`src/rtl/ipi_pkg.sv`:
```
package ipi_pkg;
  localparam int VEC_W = 8;

  typedef enum logic [2:0] {
    DM_FIXED  = 3'b000,
    DM_LOWPRI = 3'b001,
    DM_SMI    = 3'b010,
    DM_RSVD3  = 3'b011,
    DM_NMI    = 3'b100,
    DM_INIT   = 3'b101,
    DM_START  = 3'b110,
    DM_RSVD7  = 3'b111
  } dmode_e;

  typedef enum logic [1:0] {
    SH_FIELD  = 2'b00,
    SH_SELF   = 2'b01,
    SH_ALL    = 2'b10,
    SH_OTHERS = 2'b11
  } short_e;

  typedef enum logic [1:0] {
    ST_IDLE = 2'b00,
    ST_SEND = 2'b01,
    ST_WAIT = 2'b10
  } state_e;
endpackage

```
`src/rtl/ipi_dest_resolve.sv`:
```
module ipi_dest_resolve
  import ipi_pkg::*;
#(
  parameter int NUM_CPUS = 8,
  parameter int SELF_ID  = 0,
  parameter int DEST_W   = 3
) (
  input  logic [1:0]          short_i,
  input  logic [DEST_W-1:0]   dest_i,
  input  logic                force_all_i,
  output logic [NUM_CPUS-1:0] mask_o
);
  for (genvar i = 0; i < NUM_CPUS; i++) begin : g_bit
    always_comb begin
      if (force_all_i) begin
        mask_o[i] = 1'b1;
      end else begin
        unique case (short_e'(short_i))
          SH_FIELD:  mask_o[i] = (dest_i == DEST_W'(i));
          SH_SELF:   mask_o[i] = (i == SELF_ID);
          SH_ALL:    mask_o[i] = 1'b1;
          SH_OTHERS: mask_o[i] = (i != SELF_ID);
          default:   mask_o[i] = 1'b0;
        endcase
      end
    end
  end
endmodule

```
`src/rtl/ipi_cmd_check.sv`:
```
module ipi_cmd_check
  import ipi_pkg::*;
#(
  parameter int NUM_CPUS = 8,
  parameter int SELF_ID  = 0,
  parameter int DEST_W   = 3
) (
  input  logic [VEC_W-1:0]    vector_i,
  input  logic [2:0]          mode_i,
  input  logic                level_i,
  input  logic                trig_i,
  input  logic [1:0]          short_i,
  input  logic [DEST_W-1:0]   dest_i,
  output logic                bad_o,
  output logic                warn_o,
  output logic [VEC_W-1:0]    vector_o,
  output logic [NUM_CPUS-1:0] mask_o
);
  logic is_init, sync_msg, init_bad, zero_req;

  always_comb begin
    is_init  = (mode_i == DM_INIT);
    sync_msg = is_init && !level_i && trig_i;
    init_bad = is_init && !level_i && !trig_i;
    bad_o    = (mode_i == DM_RSVD3) || (mode_i == DM_RSVD7) || init_bad;
    zero_req = (mode_i == DM_SMI) || is_init;
    warn_o   = zero_req && (vector_i != '0);
    vector_o = (zero_req || mode_i == DM_NMI) ? '0 : vector_i;
  end

  ipi_dest_resolve #(
    .NUM_CPUS(NUM_CPUS),
    .SELF_ID (SELF_ID),
    .DEST_W  (DEST_W)
  ) u_dest (
    .short_i    (short_i),
    .dest_i     (dest_i),
    .force_all_i(sync_msg),
    .mask_o     (mask_o)
  );
endmodule

```
`src/rtl/ipi_send_ctrl.sv`:
```
module ipi_send_ctrl
  import ipi_pkg::*;
#(
  parameter int MAX_RETRY = 7,
  parameter int RETRY_W   = 3
) (
  input  logic               clk_i,
  input  logic               rst_ni,
  input  logic               cmd_we_i,
  input  logic               cmd_bad_i,
  input  logic               cmd_warn_i,
  input  logic               no_retry_i,
  input  logic               msg_ready_i,
  input  logic               rsp_valid_i,
  input  logic               rsp_ack_i,
  output logic               load_o,
  output logic               msg_valid_o,
  output logic               busy_o,
  output logic [RETRY_W-1:0] retry_cnt_o,
  output logic               err_rsvd_o,
  output logic               warn_vec_o,
  output logic               overrun_o,
  output logic               abort_o,
  output logic               drop_o
);
  localparam logic [RETRY_W-1:0] RetryMax = RETRY_W'(MAX_RETRY);

  state_e             st_q;
  logic [RETRY_W-1:0] retry_q;
  logic               err_q, warn_q, ovr_q, abort_q, drop_q;
  logic               idle, rejected;

  always_comb begin
    idle     = (st_q == ST_IDLE);
    load_o   = cmd_we_i && idle && !cmd_bad_i;
    rejected = (st_q == ST_WAIT) && rsp_valid_i && !rsp_ack_i;
  end

  always_ff @(posedge clk_i or negedge rst_ni) begin
    if (!rst_ni) begin
      st_q    <= ST_IDLE;
      retry_q <= '0;
      err_q   <= 1'b0;
      warn_q  <= 1'b0;
      ovr_q   <= 1'b0;
      abort_q <= 1'b0;
      drop_q  <= 1'b0;
    end else begin
      if (cmd_we_i && !idle)              ovr_q  <= 1'b1;
      if (cmd_we_i && idle && cmd_bad_i)  err_q  <= 1'b1;
      if (load_o && cmd_warn_i)           warn_q <= 1'b1;
      unique case (st_q)
        ST_IDLE: if (load_o) begin
          st_q    <= ST_SEND;
          retry_q <= '0;
        end
        ST_SEND: if (msg_ready_i) st_q <= ST_WAIT;
        ST_WAIT: if (rsp_valid_i) begin
          if (rsp_ack_i) begin
            st_q <= ST_IDLE;
          end else if (no_retry_i) begin
            drop_q <= 1'b1;
            st_q   <= ST_IDLE;
          end else if (retry_q == RetryMax) begin
            abort_q <= 1'b1;
            st_q    <= ST_IDLE;
          end else begin
            retry_q <= retry_q + RETRY_W'(1);
            st_q    <= ST_SEND;
          end
        end
        default: st_q <= ST_IDLE;
      endcase
    end
  end

  assign msg_valid_o = (st_q == ST_SEND);
  assign busy_o      = !idle;
  assign retry_cnt_o = retry_q;
  assign err_rsvd_o  = err_q;
  assign warn_vec_o  = warn_q;
  assign overrun_o   = ovr_q;
  assign abort_o     = abort_q;
  assign drop_o      = drop_q;


  valid_hold_chk: assert property (@(posedge clk_i) disable iff (!rst_ni)
    msg_valid_o && !msg_ready_i |=> msg_valid_o);


  abort_limit_chk: assert property (@(posedge clk_i) disable iff (!rst_ni)
    $rose(abort_o) |-> (retry_cnt_o == RetryMax) && !busy_o);


  stray_rsp_chk: assert property (@(posedge clk_i) disable iff (!rst_ni)
    msg_valid_o && rsp_valid_i |=> $stable(retry_cnt_o) && !$fell(busy_o));


  overrun_chk: assert property (@(posedge clk_i) disable iff (!rst_ni)
    busy_o && cmd_we_i |=> overrun_o);


  sipi_drop_chk: assert property (@(posedge clk_i) disable iff (!rst_ni)
    rejected && no_retry_i |=> !busy_o && !msg_valid_o && drop_o);


  resend_chk: assert property (@(posedge clk_i) disable iff (!rst_ni)
    rejected && !no_retry_i && (retry_cnt_o != RetryMax) |=> msg_valid_o);
endmodule

```
`src/rtl/ipi_cmd_issuer.sv`:
```
module ipi_cmd_issuer
  import ipi_pkg::*;
#(
  parameter int NUM_CPUS  = 8,
  parameter int SELF_ID   = 0,
  parameter int MAX_RETRY = 7,
  localparam int DEST_W   = (NUM_CPUS > 1) ? $clog2(NUM_CPUS) : 1,
  localparam int RETRY_W  = (MAX_RETRY > 0) ? $clog2(MAX_RETRY + 1) : 1
) (
  input  logic                clk_i,
  input  logic                rst_ni,
  input  logic                cmd_we_i,
  input  logic [7:0]          cmd_vector_i,
  input  logic [2:0]          cmd_mode_i,
  input  logic                cmd_level_i,
  input  logic                cmd_trig_i,
  input  logic [1:0]          cmd_short_i,
  input  logic [DEST_W-1:0]   cmd_dest_i,
  output logic                msg_valid_o,
  input  logic                msg_ready_i,
  output logic [7:0]          msg_vector_o,
  output logic [2:0]          msg_mode_o,
  output logic                msg_level_o,
  output logic                msg_trig_o,
  output logic [NUM_CPUS-1:0] msg_mask_o,
  input  logic                rsp_valid_i,
  input  logic                rsp_ack_i,
  output logic                busy_o,
  output logic [RETRY_W-1:0]  retry_cnt_o,
  output logic                err_rsvd_o,
  output logic                warn_vec_o,
  output logic                overrun_o,
  output logic                abort_o,
  output logic                drop_o
);
  logic                bad, warn, load;
  logic [VEC_W-1:0]    res_vec;
  logic [NUM_CPUS-1:0] res_mask;

  logic [VEC_W-1:0]    vec_q;
  logic [2:0]          mode_q;
  logic                level_q, trig_q;
  logic [NUM_CPUS-1:0] mask_q;

  ipi_cmd_check #(
    .NUM_CPUS(NUM_CPUS),
    .SELF_ID (SELF_ID),
    .DEST_W  (DEST_W)
  ) u_check (
    .vector_i(cmd_vector_i),
    .mode_i  (cmd_mode_i),
    .level_i (cmd_level_i),
    .trig_i  (cmd_trig_i),
    .short_i (cmd_short_i),
    .dest_i  (cmd_dest_i),
    .bad_o   (bad),
    .warn_o  (warn),
    .vector_o(res_vec),
    .mask_o  (res_mask)
  );

  ipi_send_ctrl #(
    .MAX_RETRY(MAX_RETRY),
    .RETRY_W  (RETRY_W)
  ) u_ctrl (
    .clk_i      (clk_i),
    .rst_ni     (rst_ni),
    .cmd_we_i   (cmd_we_i),
    .cmd_bad_i  (bad),
    .cmd_warn_i (warn),
    .no_retry_i (mode_q == DM_START),
    .msg_ready_i(msg_ready_i),
    .rsp_valid_i(rsp_valid_i),
    .rsp_ack_i  (rsp_ack_i),
    .load_o     (load),
    .msg_valid_o(msg_valid_o),
    .busy_o     (busy_o),
    .retry_cnt_o(retry_cnt_o),
    .err_rsvd_o (err_rsvd_o),
    .warn_vec_o (warn_vec_o),
    .overrun_o  (overrun_o),
    .abort_o    (abort_o),
    .drop_o     (drop_o)
  );

  // message captured once per accepted command; retries resend the copy
  always_ff @(posedge clk_i or negedge rst_ni) begin
    if (!rst_ni) begin
      vec_q   <= '0;
      mode_q  <= '0;
      level_q <= 1'b0;
      trig_q  <= 1'b0;
      mask_q  <= '0;
    end else if (load) begin
      vec_q   <= res_vec;
      mode_q  <= cmd_mode_i;
      level_q <= cmd_level_i;
      trig_q  <= cmd_trig_i;
      mask_q  <= res_mask;
    end
  end

  assign msg_vector_o = vec_q;
  assign msg_mode_o   = mode_q;
  assign msg_level_o  = level_q;
  assign msg_trig_o   = trig_q;
  assign msg_mask_o   = mask_q;


  sync_bcast_chk: assert property (@(posedge clk_i) disable iff (!rst_ni)
    msg_valid_o && (msg_mode_o == DM_INIT) && !msg_level_o && msg_trig_o
    |-> (&msg_mask_o) && (msg_vector_o == '0));


  zero_vec_chk: assert property (@(posedge clk_i) disable iff (!rst_ni)
    msg_valid_o && ((msg_mode_o == DM_SMI) || (msg_mode_o == DM_INIT))
    |-> msg_vector_o == '0);


  msg_hold_chk: assert property (@(posedge clk_i) disable iff (!rst_ni)
    msg_valid_o && !msg_ready_i
    |=> $stable(msg_vector_o) && $stable(msg_mask_o) && $stable(msg_mode_o));


  rsvd_no_send_chk: assert property (@(posedge clk_i) disable iff (!rst_ni)
    !busy_o && cmd_we_i && ((cmd_mode_i == DM_RSVD3) || (cmd_mode_i == DM_RSVD7))
    |=> !msg_valid_o && err_rsvd_o);


  mask_nonzero_chk: assert property (@(posedge clk_i) disable iff (!rst_ni)
    msg_valid_o |-> msg_mask_o != '0 || (NUM_CPUS == 1));
endmodule

```
`config.mk`:
```
export PLATFORM = sky130hd
export DESIGN_NAME = ipi_cmd_issuer
export DESIGN_NICKNAME = d
export VERILOG_FILES = /design/src/rtl/ipi_pkg.sv /design/src/rtl/ipi_dest_resolve.sv /design/src/rtl/ipi_cmd_check.sv /design/src/rtl/ipi_send_ctrl.sv /design/src/rtl/ipi_cmd_issuer.sv
export SDC_FILE = /design/constraint.sdc
export NUM_CORES = 1
export LEC_CHECK = 0
export BUFFER_PORTS_ARGS = -buffer_cell sky130_fd_sc_hd__buf_2
export CAP_MARGIN = 0
export CORE_MARGIN = 10
export CORE_UTILIZATION = 49
export CTS_CLUSTER_DIAMETER = 80
export DETAILED_ROUTE_END_ITERATION = 6
export PLACE_DENSITY = 0.76
export SLEW_MARGIN = 10
export SYNTH_ARGS = -nofsm -noshare
export SYNTH_HDL_FRONTEND = slang
export SYNTH_SLANG_ARGS = --single-unit
```
`constraint.sdc`:
```
create_clock -name clk_i -period 2 [get_ports clk_i]
set_clock_uncertainty 0.05 [all_clocks]
set_input_delay 0.2 -clock clk_i [delete_from_list [all_inputs] [get_ports clk_i]]
set_output_delay 0.2 -clock clk_i [all_outputs]
set_load 0.02 [all_outputs]
```
==> run metrics <==
Setup-failing EPs final 0; number of fill cells 258; Worst setup endpoint msg_mask_o[4]; number of maximum-capacitance constraint violations 0; post-DR wirelength/cell 16.37 um; startpoint class of the critical path flip-flop; min cycle time layout 1.824 ns; clock-pin slew on the worst setup and hold paths 0.09 ns; Worst-Margin Slew 0.6691 ns; Crit path arrival time 1.98 ns; final-report max-slew violation count 0; crit path max-delay cell type sky130_fd_sc_hd__or3b_4; class of the tightest hold or removal check in -> reg; I/O Buffers 54; starting utilization of the core area 51.83%; iteration-0 DRC count of the detailed router 32; residual antenna-violating net count after detailed routing 0; Placement Rows 20; gr usage total 12.74%; maximum count of clock buffers along a single path 2; DP Worst Slack 0.2002 ns; cell count after synthesis 126; worst reg2reg path depth 4; synth-to-layout area growth 23.92%; first-pass GRT wire length 6127 um; largest net degree at the start of global routing 32; startpoint of the worst register-to-register path u_ctrl.st_q[1]; clock insertion delay at the later pin of the skew report 0.32 ns; Mapped Area 0.001595 mm^2; number of nets in the final layout 214; unrepaired setup endpoints after global routing false; number of H-tree levels 2; post-CTS setup buffer count 0; number of hold violations in the final report 0; HPWL reported at the end of detailed placement 2982 um; antenna diode count 0; DRC 0; kind of end point of the critical path flip-flop; crit-path max FO 15; post-layout util 64.23%; longest individual stage delay on the worst path 0.43 ns; y dimension of the die 77.06 um; Overflow after GRT 0; via count of the routed design 1240; highest clock rate 548.4 MHz; result of the run completed; mean instance size in the synthesized netlist 12.66 um^2; worst reg2reg setup slack 0.18 ns; leakage power of the design 0.9900 nW; placeable core region 0.003078 mm^2; critical path class reg -> reg; overall die width 77.06 um; share of post-route cells with drive strength above 1 49.73%; Top-Level Pins 55; full die area 0.005938 mm^2; terminus of the critical flop-to-flop path msg_mask_o[4]; worst slew slack as a fraction of its limit 55.39%; clock root buffer master sky130_fd_sc_hd__clkbuf_4; Cell Chain, Critical Path or3b_4, a211oi_4, buf_4, mux2_2; detailed-router iteration count before antenna repair 4; Critical Path Start u_ctrl.st_q[1]; Synth Net Count 156; period utilization 91.18%; IR drop worst, VDD 0.8277 mV; RePlAce Congestion 0.7410; sequential share of the synthesized area 48.63%; number of instances in the placed design 220; required time of the worst setup path 2.16 ns; final wirelength 3748 um; TritonCTS clock tree done; hold slack 0.04791 ns; average via count per standard cell 5.415; initial antenna violation count 0; power per cell area 1326 mW/mm^2; number of buffers inserted during clock tree synthesis 5; via count of the first global-routing pass 1346; final setup margin 0.1764 ns; number of clock sinks seen by CTS 31; count of non-filler cells in the finished layout 229; number of distinct library cells after synthesis 34; number of register bits inferred by synthesis 31; Yosys warnings 0; Setup TNS Final 0 ns
cell usage in the layout (no fill, tap or decap), types with 4 or more instances in the layout:
master                      n
sky130_fd_sc_hd__inv_1      4
sky130_fd_sc_hd__mux2_2    21
sky130_fd_sc_hd__ha_1       6
sky130_fd_sc_hd__dfrtp_1   31
sky130_fd_sc_hd__a21o_1     4
sky130_fd_sc_hd__clkbuf_4   5
sky130_fd_sc_hd__o211ai_1   8
sky130_fd_sc_hd__and3_1     8
sky130_fd_sc_hd__buf_2     54
final cells by class:
class	count	area (um^2)	share of cell area (%)
Sequential cell	31	775.7	39.24
Tap cell	44	55.05	2.785
Clock buffer	8	68.82	3.481
Multi-Input combinational cell	85	767.0	38.80
Timing Repair Buffer	57	295.3	14.94
Inverter	4	15.01	0.7595
sequential cells by signal (all words and copies together) (netlist names):
| signal | count |
|---|---|
| msg_mask_o | 8 |
| msg_vector_o | 8 |
| msg_mode_o | 3 |
| u_ctrl.retry_cnt_o | 3 |
| u_ctrl.st_q | 2 |
| msg_level_o | 1 |
| msg_trig_o | 1 |
| u_ctrl.abort_o | 1 |
| u_ctrl.drop_o | 1 |
| u_ctrl.err_rsvd_o | 1 |
| u_ctrl.overrun_o | 1 |
| u_ctrl.warn_vec_o | 1 |
where the power goes:
group / total, mW / switching [mW] / internal (mW)
combinational: 1.18 / 0.672 / 0.508
clock: 0.402 / 0.195 / 0.207
sequential: 1.04 / 0.157 / 0.882
total: 2.62 / 1.02 / 1.60
cell usage after synthesis:
master | n | area [um^2]
sky130_fd_sc_hd__nand4bb_1 | 1 | 11.26
sky130_fd_sc_hd__dfrtp_1 | 31 | 775.7
sky130_fd_sc_hd__a21oi_1 | 1 | 5.000
sky130_fd_sc_hd__o31ai_1 | 3 | 22.52
sky130_fd_sc_hd__nand4b_1 | 3 | 26.28
sky130_fd_sc_hd__or4b_2 | 1 | 10.01
sky130_fd_sc_hd__clkbuf_1 | 3 | 11.26
sky130_fd_sc_hd__a211o_1 | 1 | 8.760
sky130_fd_sc_hd__a211oi_4 | 1 | 20.02
sky130_fd_sc_hd__buf_6 | 2 | 22.52
sky130_fd_sc_hd__nand2b_1 | 3 | 18.77
sky130_fd_sc_hd__nor3_1 | 1 | 5.000
sky130_fd_sc_hd__o2bb2ai_1 | 2 | 17.52
sky130_fd_sc_hd__o211ai_1 | 8 | 60.06
sky130_fd_sc_hd__or4bb_1 | 3 | 33.78
sky130_fd_sc_hd__buf_1 | 1 | 3.750
sky130_fd_sc_hd__a22oi_1 | 1 | 7.510
sky130_fd_sc_hd__ha_1 | 6 | 75.07
sky130_fd_sc_hd__nor4_1 | 3 | 18.77
sky130_fd_sc_hd__nor2_1 | 2 | 7.510
sky130_fd_sc_hd__or2_2 | 1 | 6.260
sky130_fd_sc_hd__nand3b_1 | 1 | 7.510
sky130_fd_sc_hd__and3_1 | 8 | 50.05
sky130_fd_sc_hd__nand4_1 | 1 | 6.260
sky130_fd_sc_hd__or3b_4 | 1 | 11.26
sky130_fd_sc_hd__mux2_2 | 21 | 236.5
sky130_fd_sc_hd__and4bb_2 | 1 | 12.51
sky130_fd_sc_hd__or3b_2 | 1 | 8.760
sky130_fd_sc_hd__and2b_2 | 1 | 8.760
sky130_fd_sc_hd__and3b_1 | 1 | 8.760
sky130_fd_sc_hd__o21bai_1 | 3 | 22.52
sky130_fd_sc_hd__a21o_1 | 4 | 30.03
sky130_fd_sc_hd__a22o_2 | 1 | 10.01
sky130_fd_sc_hd__inv_1 | 4 | 15.01
critical path, delay by kind of cell, from the launching register on:
family / cells / cell delay, ns
flops: 1 / 0.42
compound gates: 1 / 0.18
mux: 1 / 0.36
simple gates: 1 / 0.43
buf+inv: 1 / 0.26
worst min path at each step:
stage,startpoint,endpoint,slack [ns],cells after the start
2_1_floorplan,rst_ni,msg_level_o,-0.15,0
3_3_place_gp,rst_ni,u_ctrl.abort_o,0.21,1
3_5_place_dp,rst_ni,u_ctrl.abort_o,0.23,1
4_1_cts,cmd_we_i,u_ctrl.overrun_o,0.03,2
5_1_grt,cmd_we_i,u_ctrl.overrun_o,0.04,2
6_report,cmd_we_i,u_ctrl.overrun_o,0.05,2
layer usage:
layer	GRT usage [%]	wire length, um	up-vias
met5	0	0	-
met4	3.650	37	0
met3	7.226	304	4
met2	21.42	1887	45
met1	13.30	1518	591
li1	-	-	600
stage by stage:
stage	power (mW)	cell area (um^2)
after floorplan	1.825	1595
after global placement	2.207	1898
after detailed placement	2.252	1898
after CTS	2.662	1977
after global routing	2.810	1977
final	2.621	1977
logic make-up after synthesis:
family	synth area share (%)
and+or+nand+nor	15.77
muxes	14.82
buffers and inverters	3.293
adders and majority gates	4.706
AOI/OAI and AO/OA	12.78
DFF	48.63
repair_timing:
| item | CTS | global route |
|---|---|---|
| gates resized for setup | 0 | 0 |
| hold buffers | 1 | 0 |
| hold endpoints to repair | 31 | 0 |
No activity file was read; power rests on OpenSTA's default activity.
